<file path="config.mk">
export PLATFORM = sky130hd
export DESIGN_NAME = gpio_byte_bank
export DESIGN_NICKNAME = d
export VERILOG_FILES = /design/src/rtl/gpio_bank_pkg.sv /design/src/rtl/gpio_in_sync.sv /design/src/rtl/gpio_addr_decode.sv /design/src/rtl/gpio_port_slice.sv /design/src/rtl/gpio_byte_bank.sv
export SDC_FILE = /design/constraint.sdc
export NUM_CORES = 1
export LEC_CHECK = 0
export BUFFER_PORTS_ARGS = -buffer_cell sky130_fd_sc_hd__buf_4
export CAP_MARGIN = 5
export CORE_UTILIZATION = 35
export DETAILED_ROUTE_END_ITERATION = 7
export PLACE_DENSITY = 0.53
export SYNTH_ARGS = -nofsm -noshare
export SYNTH_HDL_FRONTEND = slang
export SYNTH_HIERARCHICAL = 1
export SYNTH_SLANG_ARGS = --single-unit
</file>
<file path="constraint.sdc">
create_clock -name clk -period 44.2 [get_ports clk]
set_input_delay 4.42 -clock clk [delete_from_list [all_inputs] [get_ports clk]]
set_output_delay 4.42 -clock clk [all_outputs]
set_load 0.02 [all_outputs]
</file>
<file path="src/rtl/gpio_bank_pkg.sv">
package gpio_bank_pkg;

  typedef enum logic [1:0] {
    ACC_NONE = 2'd0,
    ACC_PIN  = 2'd1,
    ACC_DIR  = 2'd2
  } acc_kind_e;

endpackage

</file>
<file path="src/rtl/gpio_in_sync.sv">
module gpio_in_sync #(
  parameter int WIDTH  = 256,
  parameter int STAGES = 2
) (
  input  logic             clk,
  input  logic             rst_n,
  input  logic [WIDTH-1:0] din,
  output logic [WIDTH-1:0] dout
);

  logic [STAGES-1:0][WIDTH-1:0] stage_q;
  logic [STAGES-1:0][WIDTH-1:0] stage_d;

  generate
    for (genvar s = 0; s < STAGES; s++) begin : g_stage
      if (s == 0) begin : g_first
        assign stage_d[s] = din;
      end else begin : g_rest
        assign stage_d[s] = stage_q[s-1];
      end
    end
  endgenerate

  always_ff @(posedge clk or negedge rst_n) begin
    if (!rst_n) begin
      stage_q <= '0;
    end else begin
      stage_q <= stage_d;
    end
  end

  assign dout = stage_q[STAGES-1];

endmodule

</file>
<file path="src/rtl/gpio_addr_decode.sv">
module gpio_addr_decode
  import gpio_bank_pkg::*;
#(
  parameter int ADDR_W        = 14,
  parameter int NUM_PORTS     = 8,
  parameter int PINS_PER_PORT = 32,
  parameter int DIR_BASE      = 'h2000
) (
  input  logic [ADDR_W-1:0] addr,
  output acc_kind_e         kind,
  output logic [$clog2(NUM_PORTS)-1:0]     port_idx,
  output logic [$clog2(PINS_PER_PORT)-1:0] pin_idx
);

  localparam int PIN_W    = $clog2(PINS_PER_PORT);
  localparam int PORT_W   = $clog2(NUM_PORTS);
  localparam int NUM_PINS = NUM_PORTS * PINS_PER_PORT;
  localparam int DIR_SPAN = NUM_PORTS * 4;

  logic [ADDR_W-1:0] dir_off;
  logic              in_pin;
  logic              in_dir;

  always_comb begin
    dir_off  = addr - ADDR_W'(DIR_BASE);
    in_pin   = (int'(addr) < NUM_PINS);
    in_dir   = (int'(addr) >= DIR_BASE) && (int'(dir_off) < DIR_SPAN)
               && (addr[1:0] == 2'b00);
    kind     = ACC_NONE;
    port_idx = '0;
    pin_idx  = '0;
    if (in_pin) begin
      kind     = ACC_PIN;
      port_idx = addr[PIN_W+PORT_W-1:PIN_W];
      pin_idx  = addr[PIN_W-1:0];
    end else if (in_dir) begin
      kind     = ACC_DIR;
      port_idx = dir_off[PORT_W+1:2];
    end
  end

endmodule

</file>
<file path="src/rtl/gpio_port_slice.sv">
module gpio_port_slice #(
  parameter int PINS_PER_PORT = 32
) (
  input  logic                             clk,
  input  logic                             rst_n,
  input  logic                             pin_we,
  input  logic [$clog2(PINS_PER_PORT)-1:0] pin_idx,
  input  logic                             pin_wbit,
  input  logic                             dir_we,
  input  logic [PINS_PER_PORT-1:0]         dir_wdata,
  input  logic [PINS_PER_PORT-1:0]         sync_in,
  output logic [PINS_PER_PORT-1:0]         out_q,
  output logic [PINS_PER_PORT-1:0]         dir_q,
  output logic [PINS_PER_PORT-1:0]         level
);

  logic [PINS_PER_PORT-1:0] out_d;
  logic [PINS_PER_PORT-1:0] dir_d;

  always_comb begin
    out_d = out_q;
    if (pin_we) begin
      out_d[pin_idx] = pin_wbit;
    end
  end

  always_comb begin
    dir_d = dir_q;
    if (dir_we) begin
      dir_d = dir_wdata;
    end
  end

  always_ff @(posedge clk or negedge rst_n) begin
    if (!rst_n) begin
      out_q <= '0;
    end else if (pin_we) begin
      out_q <= out_d;
    end
  end

  always_ff @(posedge clk or negedge rst_n) begin
    if (!rst_n) begin
      dir_q <= '0;
    end else if (dir_we) begin
      dir_q <= dir_d;
    end
  end

  generate
    for (genvar i = 0; i < PINS_PER_PORT; i++) begin : g_level
      assign level[i] = dir_q[i] ? out_q[i] : sync_in[i];
    end
  endgenerate

  // the addressed bit takes the written value
  a_r2_pin_write: assert property (@(posedge clk) disable iff (!rst_n)
    $past(pin_we) |-> (out_q[$past(pin_idx)] == $past(pin_wbit)));

  // a direction update leaves output values alone
  a_r4_out_hold: assert property (@(posedge clk) disable iff (!rst_n)
    (dir_we && !pin_we) |=> $stable(out_q));

endmodule

</file>
<file path="src/rtl/gpio_byte_bank.sv">
module gpio_byte_bank
  import gpio_bank_pkg::*;
#(
  parameter int NUM_PORTS     = 8,
  parameter int PINS_PER_PORT = 32,
  parameter int ADDR_W        = 14,
  parameter int DIR_BASE      = 'h2000,
  parameter int SYNC_STAGES   = 2
) (
  input  logic                                 clk,
  input  logic                                 rst_n,
  input  logic                                 bus_sel,
  input  logic                                 bus_wr,
  input  logic [ADDR_W-1:0]                    bus_addr,
  input  logic [PINS_PER_PORT-1:0]             bus_wdata,
  output logic [PINS_PER_PORT-1:0]             bus_rdata,
  input  logic [NUM_PORTS*PINS_PER_PORT-1:0]   pin_in,
  output logic [NUM_PORTS*PINS_PER_PORT-1:0]   pin_out,
  output logic [NUM_PORTS*PINS_PER_PORT-1:0]   pin_oe
);

  localparam int NUM_PINS = NUM_PORTS * PINS_PER_PORT;
  localparam int PIN_W    = $clog2(PINS_PER_PORT);
  localparam int PORT_W   = $clog2(NUM_PORTS);
  localparam int DW       = PINS_PER_PORT;

  // reset: asserted at once, released on the clock
  logic [1:0] rst_pipe;
  logic       rst_q;

  always_ff @(posedge clk or negedge rst_n) begin
    if (!rst_n) begin
      rst_pipe <= 2'b00;
    end else begin
      rst_pipe <= {rst_pipe[0], 1'b1};
    end
  end
  assign rst_q = rst_pipe[1];

  // input synchroniser
  logic [NUM_PINS-1:0] sync_in;

  gpio_in_sync #(
    .WIDTH  (NUM_PINS),
    .STAGES (SYNC_STAGES)
  ) u_sync (
    .clk   (clk),
    .rst_n (rst_q),
    .din   (pin_in),
    .dout  (sync_in)
  );

  // address decode
  acc_kind_e         kind;
  logic [PORT_W-1:0] port_idx;
  logic [PIN_W-1:0]  pin_idx;

  gpio_addr_decode #(
    .ADDR_W        (ADDR_W),
    .NUM_PORTS     (NUM_PORTS),
    .PINS_PER_PORT (PINS_PER_PORT),
    .DIR_BASE      (DIR_BASE)
  ) u_dec (
    .addr     (bus_addr),
    .kind     (kind),
    .port_idx (port_idx),
    .pin_idx  (pin_idx)
  );

  logic wr_en;
  logic rd_en;
  assign wr_en = bus_sel &&  bus_wr;
  assign rd_en = bus_sel && !bus_wr;

  // per-port registers
  logic [NUM_PORTS-1:0]         pin_we;
  logic [NUM_PORTS-1:0]         dir_we;
  logic [NUM_PORTS-1:0][DW-1:0] out_q;
  logic [NUM_PORTS-1:0][DW-1:0] dir_q;
  logic [NUM_PORTS-1:0][DW-1:0] level;

  generate
    for (genvar p = 0; p < NUM_PORTS; p++) begin : g_port
      assign pin_we[p] = wr_en && (kind == ACC_PIN) && (port_idx == PORT_W'(p));
      assign dir_we[p] = wr_en && (kind == ACC_DIR) && (port_idx == PORT_W'(p));

      gpio_port_slice #(
        .PINS_PER_PORT (PINS_PER_PORT)
      ) u_slice (
        .clk       (clk),
        .rst_n     (rst_q),
        .pin_we    (pin_we[p]),
        .pin_idx   (pin_idx),
        .pin_wbit  (bus_wdata[0]),
        .dir_we    (dir_we[p]),
        .dir_wdata (bus_wdata),
        .sync_in   (sync_in[p*DW +: DW]),
        .out_q     (out_q[p]),
        .dir_q     (dir_q[p]),
        .level     (level[p])
      );

      assign pin_out[p*DW +: DW] = out_q[p];
      assign pin_oe[p*DW +: DW]  = dir_q[p];
    end
  endgenerate

  // registered read path
  logic [DW-1:0] rdata_d;

  always_comb begin
    rdata_d = '0;
    unique case (kind)
      ACC_PIN:  rdata_d = {{(DW-1){1'b0}}, level[port_idx][pin_idx]};
      ACC_DIR:  rdata_d = dir_q[port_idx];
      default:  rdata_d = '0;
    endcase
  end

  always_ff @(posedge clk or negedge rst_q) begin
    if (!rst_q) begin
      bus_rdata <= '0;
    end else if (rd_en) begin
      bus_rdata <= rdata_d;
    end
  end

  // pin reads return only 0 or 1
  a_r3_pin_read_bit: assert property (@(posedge clk) disable iff (!rst_q)
    $past(rd_en && (kind == ACC_PIN)) |-> (bus_rdata[DW-1:1] == '0));

  // enables move only on a direction write
  a_r5_oe_only_on_dir: assert property (@(posedge clk) disable iff (!rst_q)
    !(|dir_we) |=> $stable(pin_oe));

  // unmapped reads return zero
  a_r7_unmapped_read: assert property (@(posedge clk) disable iff (!rst_q)
    $past(rd_en && (kind == ACC_NONE)) |-> (bus_rdata == '0));

  // unmapped writes leave every register unchanged
  a_r7_unmapped_write: assert property (@(posedge clk) disable iff (!rst_q)
    (wr_en && (kind == ACC_NONE)) |=> ($stable(pin_out) && $stable(pin_oe)));

endmodule

</file>
# After elaboration in Yosys (flattened, before gate mapping)

Cells that the tools add are included.

Reductions and logical operators: 26
$add $sub $neg: 1
Order comparisons: 6
Equality and inequality tests: 9
Multiplexer cells: 278

Operator list:

| operator                                                           | count |
|---|---|
| two-way mux 1 bit                                                  | 258 |
| bitwise mux 32 bit                                                 | 8 |
| binary-select mux 32 bit (select 3 bit)                            | 2 |
| two-way mux 32 bit                                                 | 2 |
| one-hot mux 32 bit (2 select lines)                                | 1 |
| logical AND 1 bit                                                  | 23 |
| greater-or-equal comparator 14 bit (second input constant)         | 1 |
| less-than comparator 14 x 6 -> 1 bit (second input constant)       | 1 |
| less-than comparator 14 x 9 -> 1 bit (second input constant)       | 1 |
| subtractor 14 bit (second input constant)                          | 1 |
| == test 3 bit (second input constant)                              | 4 |
| == test 3 x 2 -> 1 bit (second input constant)                     | 2 |
| less-than comparator 5 x 6 -> 1 bit (second input constant)        | 1 |
| two-way mux 3 bit                                                  | 2 |
| binary-select mux 1 bit (select 5 bit)                             | 1 |
| demux 1 bit (select 5 bit)                                         | 1 |
| greater-or-equal comparator 5 x 1 -> 1 bit (second input constant) | 1 |
| two-way mux 5 bit                                                  | 1 |
| less-than comparator 3 x 4 -> 1 bit (second input constant)        | 1 |
| two-way mux 2 bit                                                  | 2 |
| == test 3 x 1 -> 1 bit (second input constant)                     | 1 |
| logical NOT 3 bit                                                  | 1 |
| == test 2 x 1 -> 1 bit (second input constant)                     | 1 |
| == test 2 bit (second input constant)                              | 1 |
| other kinds (2)                                                    | 2 |

Bits of input ports: 306
Output and inout bits: 544
Flip-flop bits (word level): 1058
Word-level logic and storage cells: 340

# Logic depth before layout (Yosys ltp)

Gate-level depths: netlist of run 1.

Depth after elaboration: 11
Depth in mapped cells: 13
Mapped depth without buffers: 10

# Cells and area by module

The synthesis of run 1 kept the hierarchy.

Modules (own cells, without submodules):

| module                                   | seq. area each (um^2) | instances | cells an instance | area an instance (um^2) |
|---|---|---|---|---|
| gpio_port_slice at g_port[0].u_slice ... | 1601.5                | 7         | 215               | 3030.4 |
| gpio_in_sync                             | 12812.3               | 1         | 512               | 12812.3 |
| gpio_byte_bank                           | 850.8                 | 1         | 428               | 5363.9 |
| gpio_port_slice at g_port[7].u_slice     | 1601.5                | 1         | 215               | 3020.4 |
| gpio_addr_decode                         | 0.0                   | 1         | 20                | 128.9 |

# Worst setup path after synthesis of run 1

No wires, ideal clock.

Kind: input to register
Start: input port bus_addr[8]
End: register bus_rdata[0]
Data arrival time: 7.837 ns
Library setup time: 0.126 ns
Slack: 36.237 ns
Stages: 10
Required time: 44.074 ns
Path buffers: 2
Cell sequence: nor3_1 and3_2 and2_1 buf_1 clkbuf_1 mux2i_1 nand2_1 nand3_1 o2111ai_1 a221o_1

Elaborated cells on any way between the ends: 20
Classes of those cells: 1 x add/sub; 3 x order compare; 2 x eq/ne; 12 x mux; 2 x reduce/logical

RTL lines:

| element                                                        | RTL line               | RTL |
|---|---|---|
| from (decl)                                                    | gpio_byte_bank.sv:14   | `input logic [ADDR_W-1:0] bus_addr,` |
| less-than comparator 14 x 9 -> 1 bit (*)                       | gpio_addr_decode.sv:26 | `in_pin = (int'(addr) < NUM_PINS);` |
| two-way mux 2 bit (*)                                          | gpio_addr_decode.sv:32 | `if (in_pin) begin` |
| net kind[0]                                                    | gpio_byte_bank.sv:54   | `acc_kind_e kind;` |
| == test 2 bit / == test 2 x 1 -> 1 bit (equally long branches) | gpio_byte_bank.sv:113  | `unique case (kind)` |
| one-hot mux 32 bit (2 select lines) (*)                        | gpio_byte_bank.sv:113  |  |
| to (signal assigned)                                           | gpio_byte_bank.sv:124  | `bus_rdata <= rdata_d;` |
| to (decl)                                                      | gpio_byte_bank.sv:16   | `output logic [PINS_PER_PORT-1:0] bus_rdata,` |

Mark *: on every way through the listed nets, which the timed path passes. The rest lies on a longest branch. The select of a mux whose other input is x is not followed.
A chain may end at the register's enable or synchronous reset.

# Worst setup path after layout of run 1

Start: input port bus_addr[8]
End: register g_port[5].u_slice.out_q[12]

Elaborated cells on any way between the ends: 21
Classes of those cells: 1 x add/sub; 5 x order compare; 2 x eq/ne; 8 x mux; 5 x reduce/logical

RTL lines:

| element                              | RTL line               | RTL |
|---|---|---|
| subtractor 14 bit                    | gpio_addr_decode.sv:25 | `dir_off = addr - ADDR_W'(DIR_BASE);` |
| less-than comparator 14 x 6 -> 1 bit | gpio_addr_decode.sv:27 | `in_dir = (int'(addr) >= DIR_BASE) && (int'(dir_off) < DIR_SPAN)` |
| logical AND 1 bit                    | gpio_addr_decode.sv:27 |  |
| logical AND 1 bit                    | gpio_addr_decode.sv:28 | `&& (addr[1:0] == 2'b00);` |
| two-way mux 3 bit                    | gpio_addr_decode.sv:36 | `end else if (in_dir) begin` |
| two-way mux 3 bit (*)                | gpio_addr_decode.sv:32 |  |
| net port_idx[2]                      | gpio_byte_bank.sv:55   | `logic [PORT_W-1:0] port_idx;` |
| == test 3 bit (*)                    | gpio_byte_bank.sv:84   | `assign pin_we[p] = wr_en && (kind == ACC_PIN) && (port_idx == PORT_W'(p));` |
| logical AND 1 bit (*)                | gpio_byte_bank.sv:84   |  |
| net pin_we[5]                        | gpio_byte_bank.sv:76   | `logic [NUM_PORTS-1:0] pin_we;` |
| to (signal assigned)                 | gpio_port_slice.sv:38  | `out_q <= out_d;` |
| to (decl)                            | gpio_port_slice.sv:12  | `output logic [PINS_PER_PORT-1:0] out_q,` |

Mark *: on every way through the listed nets, which the timed path passes. The rest lies on a longest branch.

==> flow_summary.toml, run 1 <==
[global_routing]
grt_pass1_wl_um = 232000
grt_util_all_layers_pct = 27.2
grt_max_degree = 144
antenna_found_initial = 17
grt_overflow = 0
first_global_vias = 28500

[clock_tree]
numCtsBuffers = 116
clock-root-buffer = "clkbuf_16"
cts_hold_buf = 0
clock_latency_ns = 0.71
ctsResizeCount = 0
cts.sinks = 1058
cts_tree = "yes"
htree_num_levels = 3
clock_path_buffers = 3
post_cts_buffers = 0
clkSlewWorstSetupHoldPaths_ns = 0.06

[logic_synthesis]
ys_seq_area_share_pct = 62.2
ys_seq_elements = 1058
synth_largest_area_cell = "dfrtp_1"
syn-num-nets = 2988
async_flop_share_pct = 100
synth-edff-count = 0
yosys_most_used_dff = "dfrtp_1"
yosysWarnings = 6
syn_area_mm2 = 0.0425
synth_area_leaders = "dfrtp_1, mux2_2, mux4_2"
syn_inst = 2680
postSynthAreaPerCell_um2 = 15.9
ys_types = 56
yosysTopAreaCellShare_pct = 62.2

[power]
p_total_w = 0.00210
combPwrFrac_pct = 3.8
powerDensity_mw_per_mm2 = 38.3
switchingPower_w = 0.000465
leakagePower_nw = 25.9
pwr-share-seq_pct = 47.6
p_int_w = 0.00164
p_clk_share_pct = 48.6
ir_drop_v = 0.0000319
switching_share_pct = 22.1

[layout]
final_common_cell = "dfrtp_1"
nets = 3897
fill_cells = 11000
layout-drive-gt1-share_pct = 53.8
syn_to_final_growth_pct = 29.2
stdcell_count = 5307
layout_common_cells = "dfrtp_1, buf_4, mux2_2"

[placed_design]
dp_cells = 5083
numPortBuffers = 849
gp_congestion = 0.834
dp_hpwl_um = 128000

[detailed_routing]
ant_nets = 0
drt_iter0_markers = 1473
drtPass1Iterations = 4
wl_um = 168000
drc = 0
wl_per_cell_um = 31.7
routed_via_density = 5.11
vias = 27100

[timing]
finClkSkew_ns = 0.0363
fin_crit_sh_pct = 19.6
rsz0062_at_grt = "false"
slew_headroom_pct = 29.8
final.min_clock_period_ns = 8.64
max_slew.worst_pin.slew_ns = 1.05
finalMaxSlewViolations = 0
finalHoldViolations = 0
timing.fmax_mhz = 116
finalSetupTns_ns = 0
finalSetupViolCount = 0

[die]
die_w_um = 351
initial_core_util_pct = 35.4
num_rows = 127
core_area_mm2 = 0.120
num_io_pins = 850
die-area_mm2 = 0.123
die_y_um = 351

[critical_path]
cp.buffers_inverters = 2
end_kind = "flop"
slowest_stage = "nor2_1"
cp.arrival_ns = 9.22
path_delay_family = "simple AND/OR/NAND/NOR gates"
required_ns = 44.78
r2r-start = "rst_pipe[1]"
critPathLaunch = "bus_addr[8]"
slowest_delay_ns = 0.91
path_cells = "buf_4 > nor3_1 > nand2_1 > nor2_4 > buf_4 > nand4_1 > nor2_1 > or3b_4 > nor2_1 > mux2_1"
cp-start-kind = "primary input"
cp_max_fo = 46
crit_type = "primary input to flop"

[min_path]
min_from = "u_sync/stage_d[336]"
hold_class = "flop to flop"

[flow_run]
drv_cap = 0

[run_status]
outcome = "complete, no violations"
## per-stage QoR
stage / setup WS [ns] / area [µm²] / util (%) / hold slack [ns]
after floorplan: 12.52 / 42500 / - / 0.331
after global placement: 34.91 / 50900 / 42.3 / 0.332
after detailed placement: 34.90 / 50900 / 42.3 / 0.335
after CTS: 35.66 / 54900 / 45.7 / 0.333
after global routing: 35.49 / 54900 / 45.7 / 0.341
final: 35.56 / 55000 / 45.7 / 0.326
## cells by family after synthesis
group | Yosys count | synth area share, %
buffers and inverters | 108 | 1.19
other | 1 | 0.00882
AO/OA/AOI/OAI | 63 | 0.924
flip-flops | 1058 | 62.2
adder cells (fa/ha/maj) | 2 | 0.0588
multiplexers | 949 | 29.2
AND/OR/NAND/NOR | 499 | 6.37
## power groups by stage
stage | combinational (W) | sequential, W | clock [W]
3_3_place_gp | 0.0000834 | 0.00102 | 0
5_1_grt | 0.0000883 | 0.00100 | 0.00108
2_1_floorplan | 0.0000223 | 0.00103 | 0
3_5_place_dp | 0.0000834 | 0.00102 | 0
6_report | 0.0000808 | 0.00100 | 0.00102
4_1_cts | 0.0000838 | 0.00100 | 0.00104
## layer usage
layer,track usage [%],vias up,part of all wire [%]
li1,-,11500,-
met1,34.3,14500,41
met2,46.0,884,50
met3,7.08,206,6.8
met4,7.33,22,2.7
met5,0,-,0.081
## area by class of cell
type	count	area (µm²)	share of cell area (%)
timing repair buffer	894	6730	12.2
antenna	12	30.0	0.0546
inverter	5	18.8	0.0342
sequential	1058	26500	48.2
tap	1612	2020	3.67
multi-input combinational	1514	15600	28.5
clock buffer	166	3380	6.15
clock inverter	46	653	1.19
## cells in the mapped netlist, types with 6 or more instances
cell type	n
buf_2	39
nand3_1	22
mux2_1	86
and3b_2	14
dfrtp_1	1058
mux2i_1	50
nor3b_4	7
nor3b_2	25
and3_2	8
mux2_2	590
nand3b_1	40
nor3_2	8
nand2_1	178
buf_1	6
or3b_4	8
o21ai_0	35
nor2_1	155
nor3_1	8
clkbuf_1	50
mux4_2	124
mux2_4	96
## path summary, 6_finish.rpt
kind	to	slack [ns]	depth (start not counted)
max	g_port[5].u_slice/out_q[12]	35.56	10
min reg2reg	u_sync/dout[80]	0.33	0
min	u_sync/dout[80]	0.33	0
max reg2reg	u_sync/dout[7]	39.28	5
min in group asynchronous	u_sync/stage_d[507]	0.44	0
max in group asynchronous	u_sync/dout[7]	39.28	5
## state kept, by name, summed over array words and instances (netlist names)
| name | cells |
|---|---|
| u_sync/dout | 256 |
| rst_pipe | 2 |
| g_port.u_slice/dir_q | 256 |
| u_sync/stage_d | 256 |
| g_port.u_slice/out_q | 256 |
| bus_rdata | 32 |
No activity file was read; power rests on OpenSTA's default activity.
==> run 2, diff against run 1 <==
==> constraint.sdc (replaced) <==
create_clock -name clk -period 8.45 [get_ports clk]
set_input_delay 0.845 -clock clk [delete_from_list [all_inputs] [get_ports clk]]
set_output_delay 0.845 -clock clk [all_outputs]
set_load 0.02 [all_outputs]
==> run 2 against run 1 <==
Compared with the run above: combinational power grew to 5.3 times the previous value; register-to-register slack lost 34 ns; flip-flop and latch count unchanged; design area about the same.
==> flow_summary.toml, run 2 (synthesis gave the netlist of run 1 again) <==
[global_routing]
antenna_found_initial = 15
grt_max_degree = 162
first_global_vias = 28400
grt_overflow = 0
grt_util_all_layers_pct = 27.1
grt_pass1_wl_um = 231000

[timing]
slew_headroom_pct = 3.16
fin_crit_sh_pct = 55.6
rsz0062_at_grt = "false"
max_slew.worst_pin.slew_ns = 1.44
finalMaxSlewViolations = 0
finalHoldViolations = 0
final.min_clock_period_ns = 4.70
worst_slack_ns = 3.75
finClkSkew_ns = 0.0281
finalSetupViolCount = 0
finalSetupTns_ns = 0
timing.fmax_mhz = 213

[min_path]
min_from = "pin_in[186]"
whs_endpoint = "u_sync/stage_d[442]"
hold_class = "primary input to flop"
hold-path-cell-count = 1

[die]
die_w_um = 351
num_io_pins = 850
initial_core_util_pct = 35.4
die_y_um = 351
die-area_mm2 = 0.123
core_area_mm2 = 0.120
num_rows = 127

[placed_design]
dp_cells = 5079
numPortBuffers = 849
pre_cts_ws_ns = 2.97
place_area_mm2 = 0.0509
dp_hpwl_um = 127000
gp_congestion = 0.833

[layout]
nets = 3894
syn_to_final_growth_pct = 29.2
layout-drive-gt1-share_pct = 53.9
fin_area_mm2 = 0.0550
layout_common_cells = "dfrtp_1, buf_4, mux2_2"
stdcell_count = 5299
final_common_cell = "dfrtp_1"

[critical_path]
cp_max_fo = 27
reg2reg_to = "bus_rdata[0]"
required_ns = 9.03
r2r_cells = 7
end_kind = "flop"
cp-start-kind = "primary input"
cp.arrival_ns = 5.28
critPathLaunch = "bus_addr[8]"
r2r-start = "g_port[3].u_slice/dir_q[26]"
crit_type = "primary input to flop"
r2r_slack_ns = 5.18

[detailed_routing]
drt_iter0_markers = 1461
vias = 27100
routed_via_density = 5.11
wl_per_cell_um = 31.7
drtPass1Iterations = 5
drc = 0
ant_nets = 0
wl_um = 168000

[power]
leakagePower_nw = 25.9
powerDensity_mw_per_mm2 = 201
ir_drop_v = 0.000154

[clock_tree]
ctsResizeCount = 0
cts_tree = "yes"
clock-root-buffer = "clkbuf_16"
clkSlewWorstSetupHoldPaths_ns = 0.07
cts.sinks = 1058
htree_num_levels = 3
clock_latency_ns = 0.72
clock_path_buffers = 3
post_cts_buffers = 0
numCtsBuffers = 116
cts_hold_buf = 1

[run_status]
outcome = "complete, no violations"

[flow_run]
drv_cap = 0
run 2: area by class of cell:
| class | count | area [µm²] |
|---|---|---|
| Tap cell | 1612 | 2020 |
| Timing Repair Buffer | 891 | 6760 |
| Fill cell | 11000 | 65300 |
| Antenna cell | 7 | 17.5 |
| Multi-Input combinational cell | 1514 | 15600 |
| Clock inverter | 56 | 759 |
| Inverter | 5 | 18.8 |
| Sequential cell | 1058 | 26500 |
| Clock buffer | 156 | 3270 |
run 2: per-layer routing:
| layer | track usage, % | routed length (µm) | vias to the layer above |
|---|---|---|---|
| met3 | 6.43 | 10900 | 191 |
| met2 | 46.3 | 84500 | 900 |
| met5 | 0 | 103 | - |
| met1 | 34.6 | 68600 | 14500 |
| met4 | 6.42 | 3730 | 16 |
| li1 | - | - | 11500 |
run 2: critical path, stage by stage:
cell,delay (ns)
buf_4,0.11
nor3_1,0.63
nand2_1,0.38
nor2_4,0.25
buf_4,0.55
mux4_2,0.58
mux2i_1,0.14
o21ai_0,0.20
a311oi_1,0.93
o21ai_0,0.22
a221o_1,0.36
run 2: worst max-delay path by stage:
| stage | end | depth (start not counted) |
|---|---|---|
| after detailed placement | bus_rdata[0] | 11 |
| final | bus_rdata[0] | 11 |
| after global routing | bus_rdata[0] | 11 |
| after global placement | bus_rdata[0] | 11 |
| after CTS | bus_rdata[0] | 11 |
| after floorplan | bus_rdata[0] | 0 |
run 2: stage by stage:
| stage | total power, W | util, % | hold WS [ns] |
|---|---|---|---|
| 2_1_floorplan | 0.00550 | - | 0.331 |
| 3_3_place_gp | 0.00577 | 42.3 | 0.331 |
| 3_5_place_dp | 0.00577 | 42.3 | 0.335 |
| 4_1_cts | 0.0112 | 45.7 | 0.171 |
| 5_1_grt | 0.0114 | 45.7 | 0.195 |
| 6_report | 0.0110 | 45.7 | 0.229 |
run 2: where the power goes:
group	internal, W	switching, W
logic	0.000178	0.000252
registers	0.00519	0.0000431
clock network	0.00320	0.00217
